`src/rtl/sdct_pkg.sv`:
```
package sdct_pkg;
  typedef enum logic [3:0] {
    CMD_NOP      = 4'd0,
    CMD_DESEL    = 4'd1,
    CMD_MRS      = 4'd2,
    CMD_AREF     = 4'd3,
    CMD_SREF_IN  = 4'd4,
    CMD_SREF_OUT = 4'd5,
    CMD_ACT      = 4'd6,
    CMD_RD       = 4'd7,
    CMD_WR       = 4'd8,
    CMD_PRE      = 4'd9,
    CMD_PALL     = 4'd10,
    CMD_BST      = 4'd11,
    CMD_PDN_IN   = 4'd12,
    CMD_PDN_OUT  = 4'd13,
    CMD_HOLD     = 4'd14
  } cmd_e;
endpackage

```
`src/rtl/sdct_decode.sv`:
```
module sdct_decode
  import sdct_pkg::*;
(
  input  logic cke_prev,
  input  logic cke,
  input  logic in_sref,
  input  logic cs_n,
  input  logic ras_n,
  input  logic cas_n,
  input  logic we_n,
  input  logic a10,
  output cmd_e cmd
);
  always_comb begin
    cmd = CMD_NOP;
    if (!cke_prev) begin
      if (cke) cmd = in_sref ? CMD_SREF_OUT : CMD_PDN_OUT;
      else     cmd = CMD_HOLD;
    end else if (!cke) begin
      if (!cs_n && !ras_n && !cas_n && we_n) cmd = CMD_SREF_IN;
      else                                   cmd = CMD_PDN_IN;
    end else if (cs_n) begin
      cmd = CMD_DESEL;
    end else begin
      case ({ras_n, cas_n, we_n})
        3'b111:  cmd = CMD_NOP;
        3'b000:  cmd = CMD_MRS;
        3'b001:  cmd = CMD_AREF;
        3'b011:  cmd = CMD_ACT;
        3'b101:  cmd = CMD_RD;
        3'b100:  cmd = CMD_WR;
        3'b010:  cmd = a10 ? CMD_PALL : CMD_PRE;
        default: cmd = CMD_BST;
      endcase
    end
  end
endmodule

```
`src/rtl/sdct_bank.sv`:
```
module sdct_bank #(
  parameter int ADDR_W = 12,
  parameter int BL_W   = 9
) (
  input  logic              clk,
  input  logic              rst,
  input  logic              open_i,
  input  logic              close_i,
  input  logic              rw_i,
  input  logic              ap_i,
  input  logic [BL_W-1:0]   bl_i,
  input  logic [ADDR_W-1:0] row_i,
  output logic              active_o,
  output logic              busy_o,
  output logic [ADDR_W-1:0] row_o
);
  logic [BL_W-1:0] left_q;

  always_ff @(posedge clk) begin
    if (rst) begin
      active_o <= 1'b0;
      left_q   <= '0;
      row_o    <= '0;
    end else if (open_i) begin
      active_o <= 1'b1;
      row_o    <= row_i;
    end else if (close_i) begin
      active_o <= 1'b0;
      left_q   <= '0;
    end else if (rw_i && ap_i) begin
      left_q   <= bl_i;
    end else if (left_q != '0) begin
      left_q <= left_q - 1'b1;
      if (left_q == BL_W'(1)) active_o <= 1'b0;
    end
  end

  assign busy_o = (left_q != '0);
endmodule

```
`src/rtl/sdct_lock.sv`:
```
module sdct_lock #(
  parameter int LOCK_CYC = 2
) (
  input  logic clk,
  input  logic rst,
  input  logic load_i,
  output logic busy_o
);
  localparam int CW = $clog2(LOCK_CYC + 1);
  logic [CW-1:0] cnt_q;

  always_ff @(posedge clk) begin
    if (rst)                cnt_q <= '0;
    else if (load_i)        cnt_q <= CW'(LOCK_CYC);
    else if (cnt_q != '0)   cnt_q <= cnt_q - 1'b1;
  end

  assign busy_o = (cnt_q != '0);
endmodule

```
`src/rtl/sdram_cmd_tracker.sv`:
```
module sdram_cmd_tracker
  import sdct_pkg::*;
#(
  parameter int BA_W       = 2,
  parameter int ADDR_W     = 12,
  parameter int COL_W      = 9,
  parameter int AP_BIT     = 10,
  parameter int DQM_W      = 2,
  parameter int PAGE_WORDS = 256,
  parameter int LOCK_CYC   = 2,
  parameter int DQM_LAT    = 2
) (
  input  logic                            clk,
  input  logic                            rst,
  input  logic                            cke,
  input  logic                            cs_n,
  input  logic                            ras_n,
  input  logic                            cas_n,
  input  logic                            we_n,
  input  logic [BA_W-1:0]                 ba,
  input  logic [ADDR_W-1:0]               addr,
  input  logic [DQM_W-1:0]                dqm,
  output logic [3:0]                      cmd_o,
  output logic                            err_o,
  output logic [(1<<BA_W)-1:0]            act_o,
  output logic [(1<<BA_W)*ADDR_W-1:0]     row_o,
  output logic [COL_W-1:0]                col_o,
  output logic [BA_W+ADDR_W-1:0]          mode_o,
  output logic                            sref_o,
  output logic                            pdn_o,
  output logic [DQM_W-1:0]                rd_mask_o
);
  localparam int NBANK = 1 << BA_W;
  localparam int BL_W  = $clog2(PAGE_WORDS + 1);

  logic             cke_q;
  cmd_e             cmd;
  logic             lock;
  logic             err_now;
  logic [NBANK-1:0] sel, busy_v, open_v, close_v, rw_v;
  logic             hit_act, hit_busy, any_act;
  logic [BL_W-1:0]  bl;

  sdct_decode u_dec (
    .cke_prev (cke_q),
    .cke      (cke),
    .in_sref  (sref_o),
    .cs_n     (cs_n),
    .ras_n    (ras_n),
    .cas_n    (cas_n),
    .we_n     (we_n),
    .a10      (addr[AP_BIT]),
    .cmd      (cmd)
  );

  assign sel      = NBANK'(1) << ba;
  assign hit_act  = |(act_o & sel);
  assign hit_busy = |(busy_v & sel);
  assign any_act  = |act_o;

  always_comb begin
    case (cmd)
      CMD_MRS, CMD_AREF, CMD_SREF_IN: err_now = lock || any_act;
      CMD_ACT:                        err_now = lock || hit_act;
      CMD_RD, CMD_WR:                 err_now = lock || !hit_act || hit_busy;
      CMD_PRE, CMD_PALL, CMD_BST:     err_now = lock;
      default:                        err_now = 1'b0;
    endcase
  end

  always_comb begin
    case (mode_o[2:0])
      3'b001:  bl = BL_W'(2);
      3'b010:  bl = BL_W'(4);
      3'b011:  bl = BL_W'(8);
      3'b111:  bl = BL_W'(PAGE_WORDS);
      default: bl = BL_W'(1);
    endcase
  end

  sdct_lock #(.LOCK_CYC(LOCK_CYC)) u_lock (
    .clk    (clk),
    .rst    (rst),
    .load_i (cmd == CMD_MRS && !err_now),
    .busy_o (lock)
  );

  for (genvar g = 0; g < NBANK; g++) begin : g_bank
    assign open_v[g]  = !err_now && cmd == CMD_ACT && sel[g];
    assign close_v[g] = !err_now && (cmd == CMD_PALL || (cmd == CMD_PRE && sel[g]));
    assign rw_v[g]    = !err_now && (cmd == CMD_RD || cmd == CMD_WR) && sel[g];

    sdct_bank #(.ADDR_W(ADDR_W), .BL_W(BL_W)) u_bank (
      .clk      (clk),
      .rst      (rst),
      .open_i   (open_v[g]),
      .close_i  (close_v[g]),
      .rw_i     (rw_v[g]),
      .ap_i     (addr[AP_BIT]),
      .bl_i     (bl),
      .row_i    (addr),
      .active_o (act_o[g]),
      .busy_o   (busy_v[g]),
      .row_o    (row_o[g*ADDR_W +: ADDR_W])
    );
  end

  always_ff @(posedge clk) begin
    if (rst) begin
      cke_q  <= 1'b1;
      cmd_o  <= CMD_NOP;
      err_o  <= 1'b0;
      mode_o <= '0;
      col_o  <= '0;
      sref_o <= 1'b0;
      pdn_o  <= 1'b0;
    end else begin
      cke_q <= cke;
      cmd_o <= cmd;
      err_o <= err_now;
      if (cmd == CMD_MRS && !err_now) mode_o <= {ba, addr};
      if ((cmd == CMD_RD || cmd == CMD_WR) && !err_now) col_o <= addr[COL_W-1:0];
      case (cmd)
        CMD_SREF_IN: begin
          if (err_now) pdn_o  <= 1'b1;
          else         sref_o <= 1'b1;
        end
        CMD_SREF_OUT: sref_o <= 1'b0;
        CMD_PDN_IN:   pdn_o  <= 1'b1;
        CMD_PDN_OUT:  pdn_o  <= 1'b0;
        default: ;
      endcase
    end
  end

  logic [DQM_W-1:0] dq_pipe [DQM_LAT];

  always_ff @(posedge clk) begin
    if (rst) begin
      for (int i = 0; i < DQM_LAT; i++) dq_pipe[i] <= '0;
    end else begin
      dq_pipe[0] <= dqm;
      for (int i = 1; i < DQM_LAT; i++) dq_pipe[i] <= dq_pipe[i-1];
    end
  end

  assign rd_mask_o = dq_pipe[DQM_LAT-1];
endmodule

```
`config.mk`:
```
export PLATFORM = sky130hd
export DESIGN_NAME = sdram_cmd_tracker
export DESIGN_NICKNAME = d
export VERILOG_FILES = /design/src/rtl/sdct_pkg.sv /design/src/rtl/sdct_decode.sv /design/src/rtl/sdct_bank.sv /design/src/rtl/sdct_lock.sv /design/src/rtl/sdram_cmd_tracker.sv
export SDC_FILE = /design/constraint.sdc
export NUM_CORES = 1
export LEC_CHECK = 0
export BUFFER_PORTS_ARGS = -buffer_cell sky130_fd_sc_hd__buf_2
export CORE_MARGIN = 1
export CORE_UTILIZATION = 48
export DETAILED_ROUTE_END_ITERATION = 6
export GPL_ROUTABILITY_DRIVEN = 0
export PLACE_DENSITY = 0.8
export SKIP_LAST_GASP = 1
export SYNTH_ARGS = -nofsm -noshare
export SYNTH_HDL_FRONTEND = slang
export SYNTH_SLANG_ARGS = --single-unit
```
`constraint.sdc`:
```
create_clock -name clk -period 2.9 [get_ports clk]
set_input_delay 0.145 -clock clk [delete_from_list [all_inputs] [get_ports clk]]
set_output_delay 0.145 -clock clk [all_outputs]
set_load 0.005 [all_outputs]
```
# == After elaboration in Yosys (flattened, before gate mapping) ==
# Memories as Yosys holds them, arrays and structs flattened.
# Index checks and enable logic that the tools add are counted.
# classes
add_sub_neg,5
mul,0
div_mod_pow,0
order_cmp,0
n_eq_ne,32
n_shift,1
muxes,53
bitwise_logic,8
reduce_logical,78
# ops
cell,count
9-bit two-way mux,12
3-bit nonzero test,13
"9-bit by 1-bit equality test with 1-bit output, second input constant",4
9-bit one-hot mux with 4 select lines,1
9-bit nonzero test,4
"9-bit by 1-bit subtractor with 9-bit output, second input constant",4
4-bit one-hot mux with 7 select lines,1
1-bit logical AND,26
1-bit two-way mux,25
"4-bit equality test, second input constant",6
4-bit two-way mux,6
"4-bit by 3-bit equality test with 1-bit output, second input constant",4
"3-bit by 2-bit equality test with 1-bit output, second input constant",4
"3-bit equality test, second input constant",4
"3-bit by 1-bit inequality test with 1-bit output, second input constant",4
2-bit AND reduction,6
3-bit AND reduction,4
4-bit OR reduction,3
2-bit two-way mux,5
1-bit logical OR,9
4-bit bitwise AND,2
"4-bit by 2-bit equality test with 1-bit output, second input constant",2
"3-bit by 1-bit equality test with 1-bit output, second input constant",2
2-bit nonzero test,3
other kinds (12),23
# word_totals
register_bits,121
latch_bits,0
mem_bits_rw,4
rom_bits,0
in_bits,23
output_inout_bits,84
word_cells,199
memories,1
# memory_table
name,words,word_bits,read_ports,rd_clocked_by_memory_dff,write_ports,line,text
dq_pipe,2,2,2,0,2,sdram_cmd_tracker.sv:136,logic [DQM_W-1:0] dq_pipe [DQM_LAT];

# == Depth between registers and ports, before layout ==
# depth
depth_word,17
depth_mapped,12
ltp_nobuf,9

# == Cells and area by module ==
# A second synthesis with hierarchy kept.
# hier_totals
cells_unflattened,730
hier_area_um2,6344.8
# by_module_without_submodules
mod,n_inst,cells_per_inst,area_per_inst_um2,seq_area_each_um2
sdct_bank,4,127,1117.3,440.4
sdram_cmd_tracker,1,195,1664.1,700.7
sdct_decode,1,21,141.4,0.0
sdct_lock,1,6,70.1,40.0

# == Least setup slack after synthesis ==
# OpenSTA, ideal clock, no wires.
# synth_timing
path_type,flip-flop to flip-flop
startpoint,register cke_q
endpoint,register g_bank[0].u_bank.left_q[1]
setup_ns,0.121
t_arrival_ns,2.329
required_time_ns,2.779
setup_slack_ns,0.450
path_stages_with_launch,8
n_path_buf,0
synth_period_minus_slack_ns,2.450
path_cell_list,dfxtp_1 > nor2b_1 > a41oi_2 > or4_1 > a21oi_2 > nand2_1 > nand2b_1 > mux2_2
# synth_between
elab_chain_cells,10
elab_cells_between_ends,29
classes_between,9 x eq/ne; 4 x mux; 1 x bitwise; 15 x reduce/logical
# synth_lines
item,line,text
start: declaration,sdram_cmd_tracker.sv:36,logic cke_q;
start signal: assignment,sdram_cmd_tracker.sv:118,cke_q <= cke;
4-bit two-way mux *,sdct_decode.sv:16,if (!cke_prev) begin
"4-bit equality test, or another cell as far along","sdram_cmd_tracker.sv:62, sdram_cmd_tracker.sv:90",
3-bit OR reduction or 2-bit OR reduction (tied branches),sdram_cmd_tracker.sv:62,case (cmd)
1-bit one-hot mux with 4 select lines,sdram_cmd_tracker.sv:62,
1-bit zero test,"sdram_cmd_tracker.sv:89, sdram_cmd_tracker.sv:90, sdram_cmd_tracker.sv:91",
1-bit logical AND (2 in series),sdram_cmd_tracker.sv:91,assign rw_v[g] = !err_now && (cmd == CMD_RD || cmd == CMD_WR) && sel[g];
1-bit logical AND,sdct_bank.sv:30,end else if (rw_i && ap_i) begin
3-bit nonzero test (no source line) or 9-bit two-way mux (tied branches),n/a,
2-bit AND reduction (no source line) or 9-bit two-way mux (tied branches),n/a,
end signal: assignment,sdct_bank.sv:31,left_q <= bl_i;
end signal: assignment,sdct_bank.sv:33,left_q <= left_q - 1'b1;
end: declaration,sdct_bank.sv:17,logic [BL_W-1:0] left_q;
# Mark *: on every way between the ends. The rest lies on a longest branch, timed or not.
# A chain may end at the register's enable or synchronous reset.

# == Final worst setup path ==
# layout_timing
startpoint,register cke_q
endpoint,register g_bank[2].u_bank.left_q[2]
# layout_between
elab_chain_cells,10
elab_cells_between_ends,29
classes_between,9 x eq/ne; 4 x mux; 1 x bitwise; 15 x reduce/logical
# layout_lines
item,line
4-bit two-way mux *,sdct_decode.sv:16
"4-bit equality test, or another cell as far along","sdram_cmd_tracker.sv:62, sdram_cmd_tracker.sv:90"
3-bit OR reduction or 2-bit OR reduction (tied branches),sdram_cmd_tracker.sv:62
1-bit one-hot mux with 4 select lines,sdram_cmd_tracker.sv:62
1-bit zero test,"sdram_cmd_tracker.sv:89, sdram_cmd_tracker.sv:90, sdram_cmd_tracker.sv:91"
1-bit logical AND (2 in series),sdram_cmd_tracker.sv:91
1-bit logical AND,sdct_bank.sv:30
3-bit nonzero test (no source line) or 9-bit two-way mux (tied branches),n/a
2-bit AND reduction (no source line) or 9-bit two-way mux (tied branches),n/a
end signal: assignment,sdct_bank.sv:31
end signal: assignment,sdct_bank.sv:33
end: declaration,sdct_bank.sv:17
# Marked as above.

==> impl_results.md <==
- Status: finished clean
- Total Wirelength: 17500 um
- Fmax: 362 MHz
- Initial core utilization: 49.6%
- DIE WIDTH: 114 um
- Post-DRT Antenna Nets: 0
- Deepest clock path buffer count: 2
- Yosys top cell area share: 41.7%
- Area leader, netlist: dfxtp_1
- Cell count of the worst reg-to-reg path: 8
- Synth Instances: 743
- Wire length per cell: 16.8 um
- Fillers: 1063
- Measured slew at the worst slew-check pin: 0.791 ns
- Maximum vdd drop: 461 uV
- Final #Nets: 891
- Post-synth net total: 774
- Commonest non-fill, non-tap cell in the layout: nand2_1
- RSZ-0062 raised after global routing: yes
- RR Endpoint: g_bank[2].u_bank.left_q[2]
- Max-cap viol count: 0
- Hold worst-path end: g_bank[2].u_bank.row_o[9]
- Pwr Density: 847 mW/mm^2
- Yosys reg bits: 125
- Synth warn: 0
- Worst hold path cell count: 3
- Worst Path Arrival: 3.06 ns
- Leakage: 3.11 nW
- Worst setup path class: flip-flop to flip-flop
- DP Area: 0.00679 sq mm
- Dpl ws: -0.0197 ns
- Largest cells by area after synthesis: dfxtp_1, nand2_1, a21oi_1
- Drt first-iter violations: 541
- Via/cell ratio: 5.83
- Post-synth EDFFs: 0
- Startpoint Class: flip-flop
- Worst-path clk slew: 0.06 ns
- DIE AREA: 0.0130 sq mm
- Worst min-delay path category: primary input to flip-flop
- DR vias: 6066
- Count of pins over their slew limit: 0
- Final hold vios: 0
- Drt first pass iters: 6
- Number of antenna diodes: 0
- Setup TNS: 0 ns
- Worst min-delay path startpoint: addr[9]
- Post-Layout Inst Area: 0.00743 sq mm
- Commonest non-fill, non-tap cells in the layout: nand2_1, dfxtp_1, buf_2
- Setup ws final: 0.134 ns
- GRT Util Overall: 27.7%
- Core area: 0.0121 sq mm
- Crit-path max FO: 16
- Final count of negative-setup-slack endpoints: 0
- Initial antenna violation count: 0
- CTS Sinks: 125
- Critical Path End Type: flip-flop
- Mean Syn Cell Area: 8.08 sq um
- Layout cell share with drive strength beyond 1: 22.1%
- Worst Skew: 0.0101 ns
- Clock insertion delay at the later pin of the skew report: 0.42 ns
- R2R Path Start: cke_q
- Req. time, crit path: 3.19 ns
- Vias in the first global route: 5542
- Peak per-stage delay on the critical path: 0.71 ns
- Area delta synth->final: 23.7%
- Crit-path cells: inv_1 -> a311oi_2 -> or3_1 -> a22o_2 -> buf_4 -> a21oi_1 -> o311ai_0 -> o41ai_2
- Number of CTS-inserted buffers: 17
- Global-route wire length before repair: 28000 um
- Util after Layout: 61.4%
- Post-synthesis sequential area ratio: 41.7%
- Flop2flop setup slack: 0.13 ns
- Final worst path period need: 2.77 ns
- Detail Placement HPWL: 12100 um
- Main flop type after synthesis: dfxtp_1
- Die H: 114 um
- CP max-delay cell: a311oi_2
- IO buf count: 106
- Root Driver: clkbuf_16
- Fin crit share: 95.4%
- Cell Area, Synth: 0.00601 sq mm
- Grt ovf: 0
- Netlist cell types: 66
- # rows: 40
- DR DRC count: 0
- Boundary pin count: 107
- Slew headroom: 47.3%
- TritonCTS clock tree: built
- H-tree levels: 4
- Synth async-reset ratio: 0%
- Largest net degree at the start of global routing: 63
## critical path, delay by kind of cell, from the launching register on
family          cells  cell delay, ns
compound gates      5            1.61
buf+inv             2            0.35
simple gates        1            0.25
flops               1            0.42
## report_power, final
| group | switching, mW | internal, mW | total (mW) |
|---|---|---|---|
| combinational | 1.10 | 0.895 | 1.99 |
| clock | 0.785 | 1.33 | 2.11 |
| sequential | 0.237 | 1.95 | 2.19 |
## cell type report
type                       instances  area, sq um  share of cell area, %
clock buffer                      22          474                   6.38
clock inverter                     9          113                   1.52
inverter                          22         82.6                   1.11
multi-input combinational        552         3240                   43.6
sequential                       125         2500                   33.7
tap                              168          210                   2.83
timing repair buffer             142          808                   10.9
## kinds of logic (layout without fill, tap and decap cells)
group	count (synthesis)	in the layout	share of synthesized area, %
compound gates	192	192	20.9
mux	30	30	5.29
simple gates	317	317	24.8
xor+xnor	5	5	0.729
buf+inv	66	195	5.02
fa+ha+maj	8	8	1.67
flops	125	125	41.7
## worst max-delay path by stage
| stage | start | endpoint | slack (ns) | cells after the start |
|---|---|---|---|---|
| global placement | g_bank[1].u_bank.left_q[1] | mode_o[5] | 0.15 | 9 |
| finish | cke_q | g_bank[2].u_bank.left_q[2] | 0.13 | 8 |
| CTS | cke_q | g_bank[2].u_bank.left_q[2] | 0.14 | 8 |
| detailed placement | cke_q | mode_o[4] | -0.02 | 7 |
| floorplan | cke_q | g_bank[0].u_bank.left_q[1] | 0.45 | 7 |
| global route | cke_q | g_bank[2].u_bank.left_q[2] | -0.01 | 8 |
## synthesized netlist by cell type, drive strengths merged, types with 8 or more instances
master,number
a21oi,91
and3,9
buf,23
clkbuf,21
dfxtp,125
ha,8
inv,22
mux2i,25
nand2,140
nand3,24
nand4,18
nor2,58
nor2b,9
nor3,14
nor4,10
o211ai,16
o21ai,17
## state kept, by name, indices dropped and copies added, names as in the netlist
signal                  count
u_lock.cnt_q                2
sref_o                      1
dq_pipe                     4
err_o                       1
g_bank.u_bank.active_o      4
cke_q                       1
pdn_o                       1
mode_o                     14
cmd_o                       4
g_bank.u_bank.row_o        48
col_o                       9
g_bank.u_bank.left_q       36
## layer usage
metal  vias up  routed length, um  track usage [%]  share of wire [%]
li1       2894                  -                -                  -
met5         -                  0                0                  0
met2       286               8200             45.2                 47
met1      2843               7330             34.2                 42
met3        43               1530             9.14                8.7
met4         0                442             9.96                2.5
## per-stage QoR
stage | std cells | hold WS [ns] | power [mW]
CTS | 1040 | 0.0276 | 6.25
finish | 1040 | 0.0351 | 6.29
global placement | 1007 | 0.353 | 4.10
detailed placement | 1007 | 0.362 | 4.12
global route | 1040 | 0.0332 | 6.67
floorplan | 743 | 0.273 | 3.59
## what timing repair did
action,in CTS,in global routing
setup buffers,0,0
gates resized for setup,1,4
hold buffers,2,0
pin swaps,0,0
hold endpoints to repair,2,0
endpoints found under the setup margin,13,23
(Power assumes the default switching activity.)
